==> config.mk <==
export PLATFORM = sky130hd
export DESIGN_NAME = page_load_ctrl
export DESIGN_NICKNAME = d
export VERILOG_FILES = /design/src/rtl/page_load_ctrl.sv
export SDC_FILE = /design/constraint.sdc
export NUM_CORES = 1
export LEC_CHECK = 0
export BUFFER_PORTS_ARGS = -buffer_cell sky130_fd_sc_hd__buf_2
export CORE_ASPECT_RATIO = 2
export CORE_MARGIN = 8
export CORE_UTILIZATION = 50
export CTS_BUF_LIST = sky130_fd_sc_hd__clkbuf_4
export DETAILED_ROUTE_END_ITERATION = 6
export PLACE_DENSITY = 0.62
export REMOVE_ABC_BUFFERS = 1
export SKIP_CTS_REPAIR_TIMING = 1
export SLEW_MARGIN = 20
export SYNTH_ARGS = -nofsm -noshare
export SYNTH_HDL_FRONTEND = slang
export SYNTH_SLANG_ARGS = --single-unit
==> constraint.sdc <==
create_clock -name clk -period 3.11 [get_ports clk]
set_clock_uncertainty 0.2 [all_clocks]
set_input_delay 0.1555 -clock clk [delete_from_list [all_inputs] [get_ports clk]]
set_output_delay 0.1555 -clock clk [all_outputs]
set_load 0.01 [all_outputs]
==> src/rtl/page_load_ctrl.sv <==
module page_load_ctrl #(
  parameter int ADDR_W       = 16,
  parameter int DATA_W       = 8,
  parameter int OFFS_W       = 7,
  parameter int LOAD_GAP_CYC = 25000,
  parameter int PROG_CYC     = 125000
) (
  input  logic              clk,
  input  logic              rst_n,
  input  logic              ld_n,
  input  logic [ADDR_W-1:0] ld_addr,
  input  logic [DATA_W-1:0] ld_data,
  output logic              loading,
  output logic [ADDR_W-OFFS_W-1:0] page_sel,
  output logic              wr_start,
  output logic              busy,
  output logic              prog_we,
  output logic [ADDR_W-1:0] prog_addr,
  output logic [DATA_W-1:0] prog_data
);
  localparam int PAGE_W     = ADDR_W - OFFS_W;
  localparam int PAGE_BYTES = 1 << OFFS_W;
  localparam int PROG_LEN   = (PROG_CYC < PAGE_BYTES) ? PAGE_BYTES : PROG_CYC;
  localparam int GAP_W      = $clog2(LOAD_GAP_CYC + 1);
  localparam int PRG_W      = $clog2(PROG_LEN + 1);

  typedef enum logic [1:0] {S_IDLE, S_LOAD, S_PROG} st_t;

  st_t                    state;
  logic                   ldn_q;
  logic [GAP_W-1:0]       gap_cnt;
  logic [PRG_W-1:0]       prg_cnt;
  logic [PAGE_W-1:0]      page_q;
  logic [PAGE_BYTES-1:0]  loaded;
  logic [DATA_W-1:0]      pbuf [PAGE_BYTES];
  logic                   start_q;

  wire fall     = ldn_q & ~ld_n;
  wire rise     = ~ldn_q & ld_n;
  wire take     = (state == S_LOAD) & rise;
  wire gap_done = (state == S_LOAD) & ld_n & ldn_q &
                  (gap_cnt == GAP_W'(LOAD_GAP_CYC - 1));
  wire prg_last = prg_cnt == PRG_W'(PROG_LEN - 1);
  wire [OFFS_W-1:0] rd_idx = prg_cnt[OFFS_W-1:0];
  wire [OFFS_W-1:0] wr_idx = ld_addr[OFFS_W-1:0];

  always_ff @(posedge clk) begin
    if (!rst_n) begin
      state   <= S_IDLE;
      ldn_q   <= 1'b1;
      gap_cnt <= '0;
      prg_cnt <= '0;
      page_q  <= '0;
      start_q <= 1'b0;
    end else begin
      ldn_q   <= ld_n;
      start_q <= gap_done;
      case (state)
        S_IDLE: if (fall) begin
          state   <= S_LOAD;
          gap_cnt <= '0;
        end
        S_LOAD: begin
          if (rise) begin
            gap_cnt <= '0;
            page_q  <= ld_addr[ADDR_W-1:OFFS_W];
          end else if (gap_done) begin
            state   <= S_PROG;
            prg_cnt <= '0;
          end else if (ld_n && ldn_q) begin
            gap_cnt <= gap_cnt + 1'b1;
          end
        end
        S_PROG: begin
          if (prg_last) state <= S_IDLE;
          prg_cnt <= prg_cnt + 1'b1;
        end
        default: state <= S_IDLE;
      endcase
    end
  end

  always_ff @(posedge clk) begin
    if (!rst_n)
      loaded <= '0;
    else if (state == S_IDLE && fall)
      loaded <= '0;
    else if (take)
      loaded[wr_idx] <= 1'b1;
  end

  always_ff @(posedge clk) begin
    if (take) pbuf[wr_idx] <= ld_data;
  end

  assign loading   = state == S_LOAD;
  assign busy      = state == S_PROG;
  assign wr_start  = start_q;
  assign page_sel  = page_q;
  assign prog_we   = busy && (prg_cnt < PRG_W'(PAGE_BYTES));
  assign prog_addr = {page_q, rd_idx};
  assign prog_data = loaded[rd_idx] ? pbuf[rd_idx] : '1;

  // a fall while idle opens the window
  a_r2_open: assert property (@(posedge clk) disable iff (!rst_n)
    (!loading && !busy && ldn_q && !ld_n) |=> loading);

  // page follows the byte just captured
  a_r3_page_capture: assert property (@(posedge clk) disable iff (!rst_n)
    (loading && ld_n && !ldn_q) |=> page_sel == $past(ld_addr[ADDR_W-1:OFFS_W]));

  // the start pulse falls inside the busy period
  a_r5_start_busy: assert property (@(posedge clk) disable iff (!rst_n)
    wr_start |-> busy);

  // start is one cycle wide
  a_r6_start_pulse: assert property (@(posedge clk) disable iff (!rst_n)
    wr_start |=> !wr_start);

  // array writes happen only while busy, in ascending order
  a_r7_we_busy: assert property (@(posedge clk) disable iff (!rst_n)
    prog_we |-> busy);
  a_r7_step: assert property (@(posedge clk) disable iff (!rst_n)
    (prog_we && $past(prog_we)) |->
      prog_addr[OFFS_W-1:0] == $past(prog_addr[OFFS_W-1:0]) + 1'b1);

  // no window while busy, page held
  a_r11_busy_no_load: assert property (@(posedge clk) disable iff (!rst_n)
    busy |-> !loading);
  a_r11_page_held: assert property (@(posedge clk) disable iff (!rst_n)
    (busy && $past(busy)) |-> $stable(page_sel));
endmodule

==> flow_summary.toml <==
[clocking]
cts_max_level = 5
cts.sinks = 1204
clkLatencyLatePin_ns = 1.18
cts_tree = "done"
cts_made_buffers = 276
cts_root_buf = "clkbuf_4"
path_clk_slew_ns = 0.07
cts-root-to-sink-buffers = 4

[sta]
hold_viol_final = 0
setup_slack_ns = -1.25
rsz0062_at_grt = "true"
tightestPinTransition_ns = 1.14
slew_headroom = 0.236
fmaxAchievable_mhz = 229
slew_viol_final = 0
finalCritPeriodShare = 1.40
holdWs_ns = 0.0965
setup_viol = 8
fin_crit_ns = 4.36

[die]
die_width_um = 232
dieArea_um2 = 104000
initial_core_util = 0.504
core-area_um2 = 92700
core.rowCount = 158
boundaryPins = 64
die_h_um = 448

[synthesis]
seq_area_frac_synth = 0.735
synthTopCellsByCount = "edfxtp_1 (1024), mux4_2 (308), nor2_1 (198)"
synth_fa_ha_area_frac = 0.000535
synth_top_cell_area_share = 0.658
avgSynthCellArea_um2 = 19.1
ys.flop_type = "edfxtp_1"
synth.distinct_cells = 58
synth_top_cells_by_area = "edfxtp_1 (66%), mux4_2 (15%), dfxtp_1 (7.7%), o21a_1 (1.8%), nor2_1 (1.6%)"
synth_cells = 2447
yosys.area_share.simple = 0.0449
yosysWarningCount = 0
synth-compound-area-share = 0.0405
ys_ff_latch = 1204
yosysMostFrequentCell = "edfxtp_1"
synth_xor_area_frac = 0.00337
muxShareOfSynthArea = 0.157
synth_top_family_by_area = "multiplexers"
syn-cell-area_um2 = 46700
synth_top_cell_by_area = "edfxtp_1"
ys_async_sr_fraction = 0
synth_enable_flop_cells = 1024

[setup_path]
crit_type = "register to output pin"
cp_cell_sequence = "buf_8 > clkbuf_16 > buf_8 > mux4_2 > mux4_2 > mux2_4 > nand3_2 > o31a_1 > nand4_1 > buf_2"
reg2reg_slack_ns = 0.08
arrival_ns = 4.00
required_ns = 2.75
cp_max_fo = 6
cp_slowest_cell = "mux4_2"
start_kind = "register"
cp.depth = 10
r2r-start = "state[1]"
path_buf_inv = 4
reg2reg_to = "pbuf[110][2]"
end_kind = "output pin"
cp-endpoint = "prog_data[6]"
crit_family = "multiplexers"
reg2regPathDepth = 9
cpPeakStageDelay_ns = 0.51

[global_routing]
met3_usage = 0.0553
grt_pass1_vias = 28200
grt_pass1_wl_um = 183000
grt_max_degree = 78
busiest_layer = "met2"
grtUsageTotal = 0.244
grt.met2_usage = 0.446
grt_overflow = 0
antenna_found_initial = 3
use_met1 = 0.256

[hold_path]
hold_path_class = "input port to register"
hold_depth = 6

[drt]
wl_per_cell_um = 28.8
drc = 0
vias_per_cell = 5.90
first_iter_violations = 2137
postRouteAntennaNets = 0
dr.pass1.iters = 7
totalWireLength_um = 130000
routed-via-count = 26600

[placement]
port_buffers = 63
gp_congestion = 0.881
placed_area_um2 = 51100
dp.final_hpwl_um = 85500
placed_cells = 3939

[power_and_ir_drop]
clkPwrFrac = 0.395
p_int_w = 0.0234
powerDensity_nw_per_um2 = 532
combinationalPowerShare = 0.018
ir_drop_mv = 0.364
pwr-share-seq = 0.586
power_switching_w = 0.00636
p_leak_nw = 18.4
sw_frac_of_total = 0.213

[final_layout]
layout.nets = 3158
area_delta_synth_final_pct = 19.9
layout-drive-gt1-share = 0.377
final_cells = 4517
final_cell_area_um2 = 56100

[outcome]
violations = "setup timing"
outcome = "finished, violations left"

[job]
cap_violations = 0
[power by group through the flow]
stage / registers [W] / logic [W] / clock network [W]
floorplan: 0.0178 / 0.0000852 / 0
global placement: 0.0178 / 0.000421 / 0
detailed placement: 0.0178 / 0.000444 / 0
CTS: 0.0175 / 0.000443 / 0.0121
global route: 0.0175 / 0.000576 / 0.0128
finish: 0.0175 / 0.000546 / 0.0118
[routing by layer]
layer	up-vias	wire (µm)	part of all wire
met5	-	0	0
met4	0	8050	0.062
met3	311	8150	0.063
met2	1119	71300	0.55
met1	13800	42700	0.33
li1	11400	-	-
[registers in the layout (all words and copies together), names as in the netlist, named ones only]
signal	flops
ldn_q	1
pbuf	1024
page_sel	9
state	2
wr_start	1
loaded	128
prg_cnt	17
gap_cnt	15
[cell usage in the layout, fill, tap and decap left out, types with 6 or more instances in the layout]
cell,n
dfxtp_1,174
mux2i_1,35
o211ai_1,12
nand4_1,22
nor3_1,15
buf_8,7
a211oi_1,16
edfxtp_1,1024
inv_2,9
nand3_1,30
nor2_1,198
xnor2_1,15
clkinv_2,11
buf_4,352
nor2b_1,36
or3_1,11
o22ai_1,11
a21oi_1,21
dlygate4sd3_1,69
buf_2,53
buf_6,11
o21a_1,111
nor4_1,8
buf_12,43
nand2b_1,17
nand2_1,86
and3_1,6
clkinv_1,53
o221ai_1,11
clkbuf_16,6
clkbuf_4,394
buf_16,10
mux4_2,308
o21ai_0,10
inv_1,7
a21boi_0,14
[stage by stage]
| step | setup slack, ns | power [W] | utilization | setup TNS (ns) |
|---|---|---|---|---|
| after floorplan | -8.88 | 0.0179 | - | -69.03 |
| after global placement | -0.320 | 0.0183 | 0.552 | -0.910 |
| after detailed placement | -0.299 | 0.0183 | 0.552 | -0.877 |
| after CTS | -1.61 | 0.0300 | 0.586 | -11.39 |
| after global routing | -1.39 | 0.0308 | 0.605 | -10.81 |
| final | -1.25 | 0.0298 | 0.605 | -9.34 |
[final cells by class]
class	instances	area [µm²]
Clock buffer	394	2960
Fill cell	6741	36700
Tap cell	1200	1500
Sequential cell	1204	34400
Multi-Input combinational cell	1082	11800
Timing Repair Buffer	551	5110
Inverter	14	55.1
Antenna cell	5	12.5
Clock inverter	67	265
[logic make-up after synthesis]
group / Yosys count
flops: 1204
simple gates: 453
mux: 348
compound gates: 261
buf+inv: 161
xor+xnor: 18
fa+ha+maj: 2
[worst min-delay path by stage]
stage / endpoint / start / slack (ns)
6_report: loaded[24] / ld_addr[3] / 0.1
3_5_place_dp: ldn_q / ld_n / 0.22
5_1_grt: loaded[96] / rst_n / 0.03
2_1_floorplan: ldn_q / rst_n / 0.03
4_1_cts: page_sel[2] / ld_addr[9] / -1.11
3_3_place_gp: page_sel[4] / ld_addr[11] / 0.21
[worst min-delay path, cell delays in order]
cell and delay (ns):
dlygate4sd3_1 0.53, buf_2 0.20, nand3_1 0.28, nor2_1 0.11, nor2_1 0.10, nor2_1 0.04
Power figures use the tool's default switching activity.
